**config.mk**
```make
export PLATFORM = sky130hd
export DESIGN_NAME = vec_lane_steer
export DESIGN_NICKNAME = d
export VERILOG_FILES = /design/src/rtl/vec_lane_steer.sv
export SDC_FILE = /design/constraint.sdc
export NUM_CORES = 1
export LEC_CHECK = 0
export BUFFER_PORTS_ARGS = -buffer_cell sky130_fd_sc_hd__buf_2
export CORE_UTILIZATION = 55
export CTS_BUF_LIST = sky130_fd_sc_hd__clkbuf_8
export CTS_CLUSTER_SIZE = 28
export DETAILED_ROUTE_END_ITERATION = 8
export HOLD_SLACK_MARGIN = 0.03
export PLACE_DENSITY = 0.88
export REMOVE_ABC_BUFFERS = 1
export SLEW_MARGIN = 15
export SYNTH_ARGS = -nofsm -noshare
export SYNTH_HDL_FRONTEND = slang
export SYNTH_SLANG_ARGS = --single-unit
```
**constraint.sdc**
```tcl
create_clock -name clk -period 4.49 [get_ports clk]
set_input_delay 0 -clock clk [delete_from_list [all_inputs] [get_ports clk]]
set_output_delay 0 -clock clk [all_outputs]
set_load 0.02 [all_outputs]
```
**src/rtl/vec_lane_steer.sv**
```systemverilog
module vec_lane_steer #(
  parameter int LANES = 4,
  parameter int RW    = 7,
  parameter int VLW   = 7,
  parameter int EW    = 6
) (
  input  logic                 clk,
  input  logic                 rst_n,
  input  logic                 mixed_en,
  input  logic                 in_valid,
  input  logic [VLW-1:0]       in_vl,
  input  logic [RW-1:0]        in_dst,
  input  logic [RW-1:0]        in_src1,
  input  logic [RW-1:0]        in_src2,
  output logic                 in_ready,
  output logic                 stall,
  input  logic                 wb_valid,
  input  logic [RW-1:0]        wb_reg,
  output logic [1:0]           route,
  output logic [LANES-1:0]     lane_vld,
  output logic [LANES*EW-1:0]  lane_elem,
  output logic                 scal_vld,
  output logic [EW-1:0]        scal_elem,
  output logic                 done
);
  localparam int LB = $clog2(LANES);
  localparam int PW = VLW + 1;
  localparam logic [1:0] RT_IDLE = 2'd0, RT_LANE = 2'd1, RT_SCAL = 2'd2, RT_MIX = 2'd3;

  logic           busy, pend_v;
  logic [1:0]     route_q, route_d;
  logic [VLW-1:0] vl_q;
  logic [LB-1:0]  base_q;
  logic [PW-1:0]  pos_q;
  logic [RW-1:0]  pend_r;

  wire [LB-1:0] d1 = in_src1[LB-1:0] - in_dst[LB-1:0];
  wire [LB-1:0] d2 = in_src2[LB-1:0] - in_src1[LB-1:0];
  wire src_al = (d2 == '0);
  wire dst_al = (d1 == '0);
  wire mix_ok = mixed_en && src_al && !dst_al && (in_vl == VLW'(1)) && !pend_v;

  always_comb begin
    if (src_al && dst_al) route_d = RT_LANE;
    else if (mix_ok)      route_d = RT_MIX;
    else                  route_d = RT_SCAL;
  end

  wire [RW-1:0] h1 = pend_r - in_src1;
  wire [RW-1:0] h2 = pend_r - in_src2;
  wire hit1 = {{VLW{1'b0}}, h1} < {{RW{1'b0}}, in_vl};
  wire hit2 = {{VLW{1'b0}}, h2} < {{RW{1'b0}}, in_vl};

  assign stall    = in_valid && pend_v && (hit1 || hit2);
  assign in_ready = !busy && !stall;
  wire   take     = in_valid && in_ready;

  wire lane_mode = (route_q == RT_LANE) || (route_q == RT_MIX);
  wire [PW-1:0] step = lane_mode ? PW'(LANES) : PW'(1);
  wire [PW-1:0] vl_x = {1'b0, vl_q};

  assign done      = busy && ((pos_q + step) >= vl_x);
  assign route     = route_q;
  assign scal_vld  = busy && (route_q == RT_SCAL) && (pos_q < vl_x);
  assign scal_elem = pos_q[EW-1:0];

  for (genvar l = 0; l < LANES; l++) begin : g_lane
    wire [LB-1:0] off = LB'(l) - base_q;
    wire [PW-1:0] e   = pos_q + PW'(off);
    assign lane_vld[l] = busy && lane_mode && (e < vl_x);
    assign lane_elem[l*EW +: EW] = e[EW-1:0];
  end

  always_ff @(posedge clk) begin
    if (!rst_n) begin
      busy    <= 1'b0;
      route_q <= RT_IDLE;
      vl_q    <= '0;
      base_q  <= '0;
      pos_q   <= '0;
    end else if (take) begin
      busy    <= 1'b1;
      route_q <= route_d;
      vl_q    <= in_vl;
      pos_q   <= '0;
      base_q  <= (route_d == RT_MIX) ? in_src1[LB-1:0] : in_dst[LB-1:0];
    end else if (done) begin
      busy    <= 1'b0;
      route_q <= RT_IDLE;
    end else if (busy) begin
      pos_q   <= pos_q + step;
    end
  end

  always_ff @(posedge clk) begin
    if (!rst_n) begin
      pend_v <= 1'b0;
      pend_r <= '0;
    end else if (take && route_d == RT_MIX) begin
      pend_v <= 1'b1;
      pend_r <= in_dst;
    end else if (wb_valid && pend_v && wb_reg == pend_r) begin
      pend_v <= 1'b0;
    end
  end
endmodule

```
# Yosys cells after proc, flatten, opt, wreduce, memory -nomap -nowiden
# Index checks and enable logic that the tools add are counted.
# word_totals
ff_bits	28
inputBits	40
out_inout_bits	40
# classes
n_addsub	13
magnitude_cmp	8
n_eq_ne	6
mux	10
bitwise_logic	2
n_reduce_logical	32
# ops
operator	n
< comparator 8 x 7 -> 1 bit	5
adder 8 x 2 -> 8 bit	4
logical AND 1 bit	20
< comparator 7 bit	2
subtractor 7 bit	2
adder 8 x 3 -> 8 bit	1
>= comparator 8 x 7 -> 1 bit	1
two-way mux 2 bit	4
equality test 7 x 1 -> 1 bit, second input constant	1
equality test 7 bit	1
equality test 2 bit, second input constant	3
two-way mux 1 bit	5
logical NOT 1 bit	4
logical NOT 2 bit	2
nonzero test 2 bit	2
subtractor 1 x 2 -> 2 bit, first input constant	2
subtractor 2 bit	2
subtractor 2 bit, first input constant	2
two-way mux 3 bit	1
equality test 2 x 1 -> 1 bit, second input constant	1
logical OR 1 bit	2
inverter 1 bit	2
AND reduction 2 bit	1
OR reduction 2 bit	1

# Longest topological paths before layout
# logic_depth
depth_word	11
depth_mapped	19
ltp_nobuf	17

# Worst setup path after synthesis
# No wires, ideal clock.
# synth_path
kind	reg-to-reg
startpoint	reg pend_r[0]
endpoint	reg route_q[0], in the netlist route[0]
setup_ns	0.116
t_arrival_ns	3.176
t_required_ns	4.374
slack_ns	1.198
path_stages_with_launch	20
path_buffers	2
period_less_slack_ns	3.292
path_cell_list	dfxtp_1 -> inv_1 -> ha_1 -> inv_1 -> fa_1 -> a21oi_1 -> nor2_1 -> nor2_1 -> o21bai_1 -> a21oi_1 -> xnor2_1 -> ha_1 -> and3_2 -> a221o_1 -> a31oi_1 -> nor4b_2 -> buf_6 -> buf_8 -> o21bai_1 -> and3_1
# synth_between
elab_chain_len	8
word_cells_on_any_way	11
cone_classes	add/sub: 2; order compare: 2; mux: 1; reduce/logical: 6
# synth_lines
item	line_no	rtl
start: declaration	35	logic [RW-1:0] pend_r;
start signal: assignment	101	pend_r <= in_dst;
subtractor 7 bit (on tied branches)	49, 50	
< comparator 7 bit (on tied branches)	51, 52	
logical OR 1 bit *	54	assign stall = in_valid && pend_v && (hit1 || hit2);
logical AND 1 bit *	54	
logical NOT 1 bit *	55	assign in_ready = !busy && !stall;
logical AND 1 bit *	55	
logical AND 1 bit *	56	wire take = in_valid && in_ready;
two-way mux 2 bit / nonzero test 2 bit (equally long branches)	--	
end signal: assignment	83	route_q <= route_d;
end: declaration	31	logic [1:0] route_q, route_d;
# Every way passes the cells marked *; elsewhere a longest branch is shown, timed or not.
# A chain may end at the register's enable or synchronous reset.

# Worst setup path in the final report
# layout_path
startpoint	reg pend_r[0]
endpoint	reg pos_q[7]
# layout_between
elab_chain_len	8
word_cells_on_any_way	10
cone_classes	add/sub: 2; order compare: 2; reduce/logical: 6
# layout_lines
item	line_no	rtl
subtractor 7 bit (on tied branches)	49, 50	
< comparator 7 bit (on tied branches)	51, 52	
logical OR 1 bit *	54	
logical AND 1 bit *	54	
logical NOT 1 bit *	55	
logical AND 1 bit *	55	
logical AND 1 bit *	56	
OR reduction 2 bit (no source line) *	--	
end signal: assignment	91	pos_q <= pos_q + step;
end: declaration	34	logic [PW-1:0] pos_q;
# Marks and branches as above.

==> impl_metrics.py <==
metrics = {
    "global_route": {
        "gr-total-overflow": 0,
        "antenna_found_initial": 0,
        "grt_pass1_wl_um": 14800,
        "grt_pass1_vias": 3257,
        "track_usage_pct": 25.6,
        "grt_max_degree": 23,
    },
    "pwr": {
        "power.total_mw": 0.763,
        "peakVddDrop_uv": 112,
        "p_leak_nw": 2.15,
        "p_per_area_mw_per_mm2": 184,
    },
    "sta": {
        "worst_pin_slew_ns": 0.686,
        "maxSlewHeadroom_pct": 54.2,
        "fin_skew_ns": 0.00621,
        "rsz0062_at_grt": "no",
        "setup_violations": 0,
        "final_max_slew_viol_count": 0,
        "final.min_clock_period_ns": 3.78,
        "fin_crit_sh_pct": 84.2,
        "setup_ws_ns": 0.710,
        "max_freq_mhz": 265,
        "setup_tns_ns": 0,
        "hold_viol": 0,
    },
    "drt": {
        "ant_nets": 0,
        "wl_per_cell_um": 15.2,
        "remaining_drc_errors": 14,
        "drt_first_pass_iters": 6,
        "avgViaCountPerCell": 5.63,
        "wirelength_um": 8800,
        "drt-initial-drc-count": 117,
        "via_count": 3255,
    },
    "final_layout": {
        "seq_area_um2": 561,
        "multi_input_area_mm2": 0.00281,
        "layout-drive-gt1-share_pct": 18.4,
        "nets": 618,
        "final_cell_area_mm2": 0.00416,
        "fill_cells": 514,
        "antennaDiodeCount": 0,
        "syn_to_final_growth_pct": 12.6,
    },
    "yosys": {
        "synthMuxAreaShare_pct": 5.46,
        "yosys_most_used_dff": "dfxtp_1",
        "synthXorXnorAreaFrac_pct": 13.5,
        "synth_edf_count": 0,
        "synthAdderAreaFrac_pct": 27.0,
        "yosysUniqueCellTypes": 49,
        "synth_top_family_by_area": "adder cells",
        "ys_warn_count": 0,
        "syn_area_mm2": 0.00369,
        "synth-compound-area-share_pct": 14.3,
        "ys_seq_elements": 28,
        "ys_seq_area_share_pct": 15.2,
        "async_reset_ff_share_pct": 0,
        "avgSynthCellArea_um2": 8.50,
        "synthCells": 434,
        "synthSimpleGateAreaFrac_pct": 15.8,
    },
    "worst_setup_path": {
        "critPathKind": "reg2reg",
        "crit_buf_inv": 3,
        "r2r_slack_ns": 0.71,
        "cp-start-kind": "flip-flop",
        "critical_path_arrival_ns": 3.98,
        "cp_slowest_cell": "fa_1",
        "crit_path_end_kind": "flip-flop",
        "worst-path-stages": 18,
        "reg2regPathDepth": 18,
        "critPathTopFamily": "simple AND/OR/NAND/NOR gates",
        "path_max_fanout": 17,
        "critical_path_required_ns": 4.69,
        "path_cells": "inv_1 > ha_1 > inv_1 > fa_1 > a21oi_1 > nor2_1 > nor2_1 > o21bai_1 > a21oi_1 > xnor2_1 > ha_1 > and3_2 > a221o_1 > a31oi_1 > nor4b_2 > buf_4 > nand2b_1 > nor3_2",
        "critPathMaxStageDelay_ns": 0.42,
    },
    "status": {
        "violations": "DRC",
        "outcome": "finished with violations",
    },
    "cts": {
        "cts_buffer_depth": 2,
        "cts_tree": "yes",
        "ctsResizeCount": 0,
        "insertion_delay_ns": 0.28,
        "htreeDepth": 1,
        "cts_setup_buffers": 0,
        "cts_buffers": 3,
        "cts_hold_buf": 5,
        "cts_sinks": 28,
        "clockRootBuffer": "clkbuf_8",
        "cts.reportedPaths.clkPinSlew_ns": 0.10,
    },
    "place": {
        "post-place-ws_ns": 0.805,
        "placed_area_mm2": 0.00403,
        "port_buffers": 79,
        "gp_congestion": 0.895,
        "place_hpwl_um": 7010,
    },
    "die": {
        "coreArea_mm2": 0.00642,
        "die_x_um": 83.9,
        "start_util_pct": 57.5,
        "io_pins": 80,
        "fp.dieArea_mm2": 0.00704,
        "fp.dieH_um": 83.9,
        "row_count": 29,
    },
    "worst_hold_path": {
        "holdCritPathClass": "in2reg",
        "hold_depth": 3,
    },
    "job": {
        "maxCapViolCount": 0,
    },
}
==> path summary, 6_finish.rpt <==
check	from	end
worst max-delay path	pend_r[0]	pos_q[7]
worst min-delay path	in_vl[4]	vl_q[4]
worst max register to register	pend_r[0]	pos_q[7]
worst min register to register	route[1]	route[1]
==> where the power goes <==
| group | total, mW | internal, mW | switching (mW) | leakage (nW) |
|---|---|---|---|---|
| combinational | 0.292 | 0.127 | 0.165 | 1.89 |
| clock | 0.198 | 0.119 | 0.0789 | 0.0357 |
| sequential | 0.272 | 0.258 | 0.0142 | 0.228 |
| total | 0.763 | 0.505 | 0.258 | 2.15 |
==> cell type report <==
cell class	count	area share (%)
clock buffer	3	0.994
timing repair buffer	85	10.9
tap	77	2.32
inverter	44	3.97
clock inverter	1	0.723
sequential	28	13.5
multi-input combinational	340	67.6
==> worst register-to-register path: stages (launching register included) <==
cell	delay [ns]
dfxtp_1	0.35
inv_1	0.08
ha_1	0.16
inv_1	0.08
fa_1	0.42
a21oi_1	0.15
nor2_1	0.05
nor2_1	0.17
o21bai_1	0.09
a21oi_1	0.21
xnor2_1	0.16
ha_1	0.28
and3_2	0.23
a221o_1	0.28
a31oi_1	0.23
nor4b_2	0.08
buf_4	0.22
nand2b_1	0.30
nor3_2	0.17
==> kinds of logic (layout without fill, tap and decap cells) <==
logic type | after synthesis | count (layout)
simple gates | 108 | 108
buf+inv | 66 | 133
compound gates | 79 | 79
xor+xnor | 57 | 57
flops | 28 | 28
mux | 20 | 20
fa+ha+maj | 76 | 76
==> state kept, by name, summed over array words and instances (netlist names) <==
register,count
pend_r,7
pend_v,1
route,2
busy,1
pos_q,8
base_q,2
vl_q,7
==> synth_stat cells, types with 2 or more instances <==
cell type | count | area share, %
ha_1 | 70 | 24
inv_1 | 44 | 4.5
nor2_1 | 30 | 3.1
xnor2_1 | 29 | 6.9
dfxtp_1 | 28 | 15
xor2_1 | 28 | 6.6
a21oi_1 | 24 | 3.3
nor2b_1 | 21 | 3.6
mux2i_1 | 19 | 5.2
a21o_1 | 18 | 3.7
nand2_1 | 15 | 1.5
buf_4 | 10 | 2.0
nand3_1 | 9 | 1.2
o21a_1 | 8 | 1.6
fa_1 | 6 | 3.3
nand4_1 | 6 | 1.0
o21ai_0 | 6 | 0.81
nand2b_1 | 5 | 0.85
o21bai_1 | 5 | 1.0
a2111oi_0 | 4 | 0.95
a31oi_1 | 4 | 0.68
clkbuf_1 | 4 | 0.41
nor3_1 | 4 | 0.54
buf_6 | 3 | 0.92
a211oi_1 | 2 | 0.41
a221o_1 | 2 | 0.54
and3_1 | 2 | 0.34
and3_2 | 2 | 0.41
buf_1 | 2 | 0.20
buf_2 | 2 | 0.27
nor4b_1 | 2 | 0.47
o211ai_1 | 2 | 0.41
o31ai_1 | 2 | 0.41
==> layout by cell type, fill, tap and decap left out, types with 3 or more instances in the layout <==
cell type	Yosys	routed
nand3_1	9	9
nand4_1	6	6
ha_1	70	70
o21a_1	8	8
nand2b_1	5	5
clkbuf_8	0	3
nor2_1	30	30
a31oi_1	4	4
nand2_1	15	15
a21o_1	18	18
dfxtp_1	28	28
xnor2_1	29	29
o21bai_1	5	5
mux2i_1	19	19
o21ai_0	6	6
dlygate4sd3_1	0	5
nor3_1	4	4
inv_1	44	44
a2111oi_0	4	4
fa_1	6	6
nor2b_1	21	21
buf_2	2	79
xor2_1	28	28
a21oi_1	24	24
==> per-stage QoR <==
stage	std cells	utilization [%]	hold slack, ns
floorplan	412	-	0.118
global placement	569	62.8	0.255
detailed placement	569	62.8	0.267
CTS	578	64.7	0.0369
global route	578	64.7	0.0469
finish	578	64.7	0.0376
==> routing by layer <==
| metal | global-route usage (%) | part of all wire (%) | vias to the layer above |
|---|---|---|---|
| li1 | - | - | 1619 |
| met1 | 30.1 | 42 | 1488 |
| met2 | 49.3 | 51 | 123 |
| met3 | 2.08 | 4.5 | 25 |
| met4 | 6.43 | 2.1 | 0 |
| met5 | 0 | 0 | - |
No activity file was read; power rests on OpenSTA's default activity.
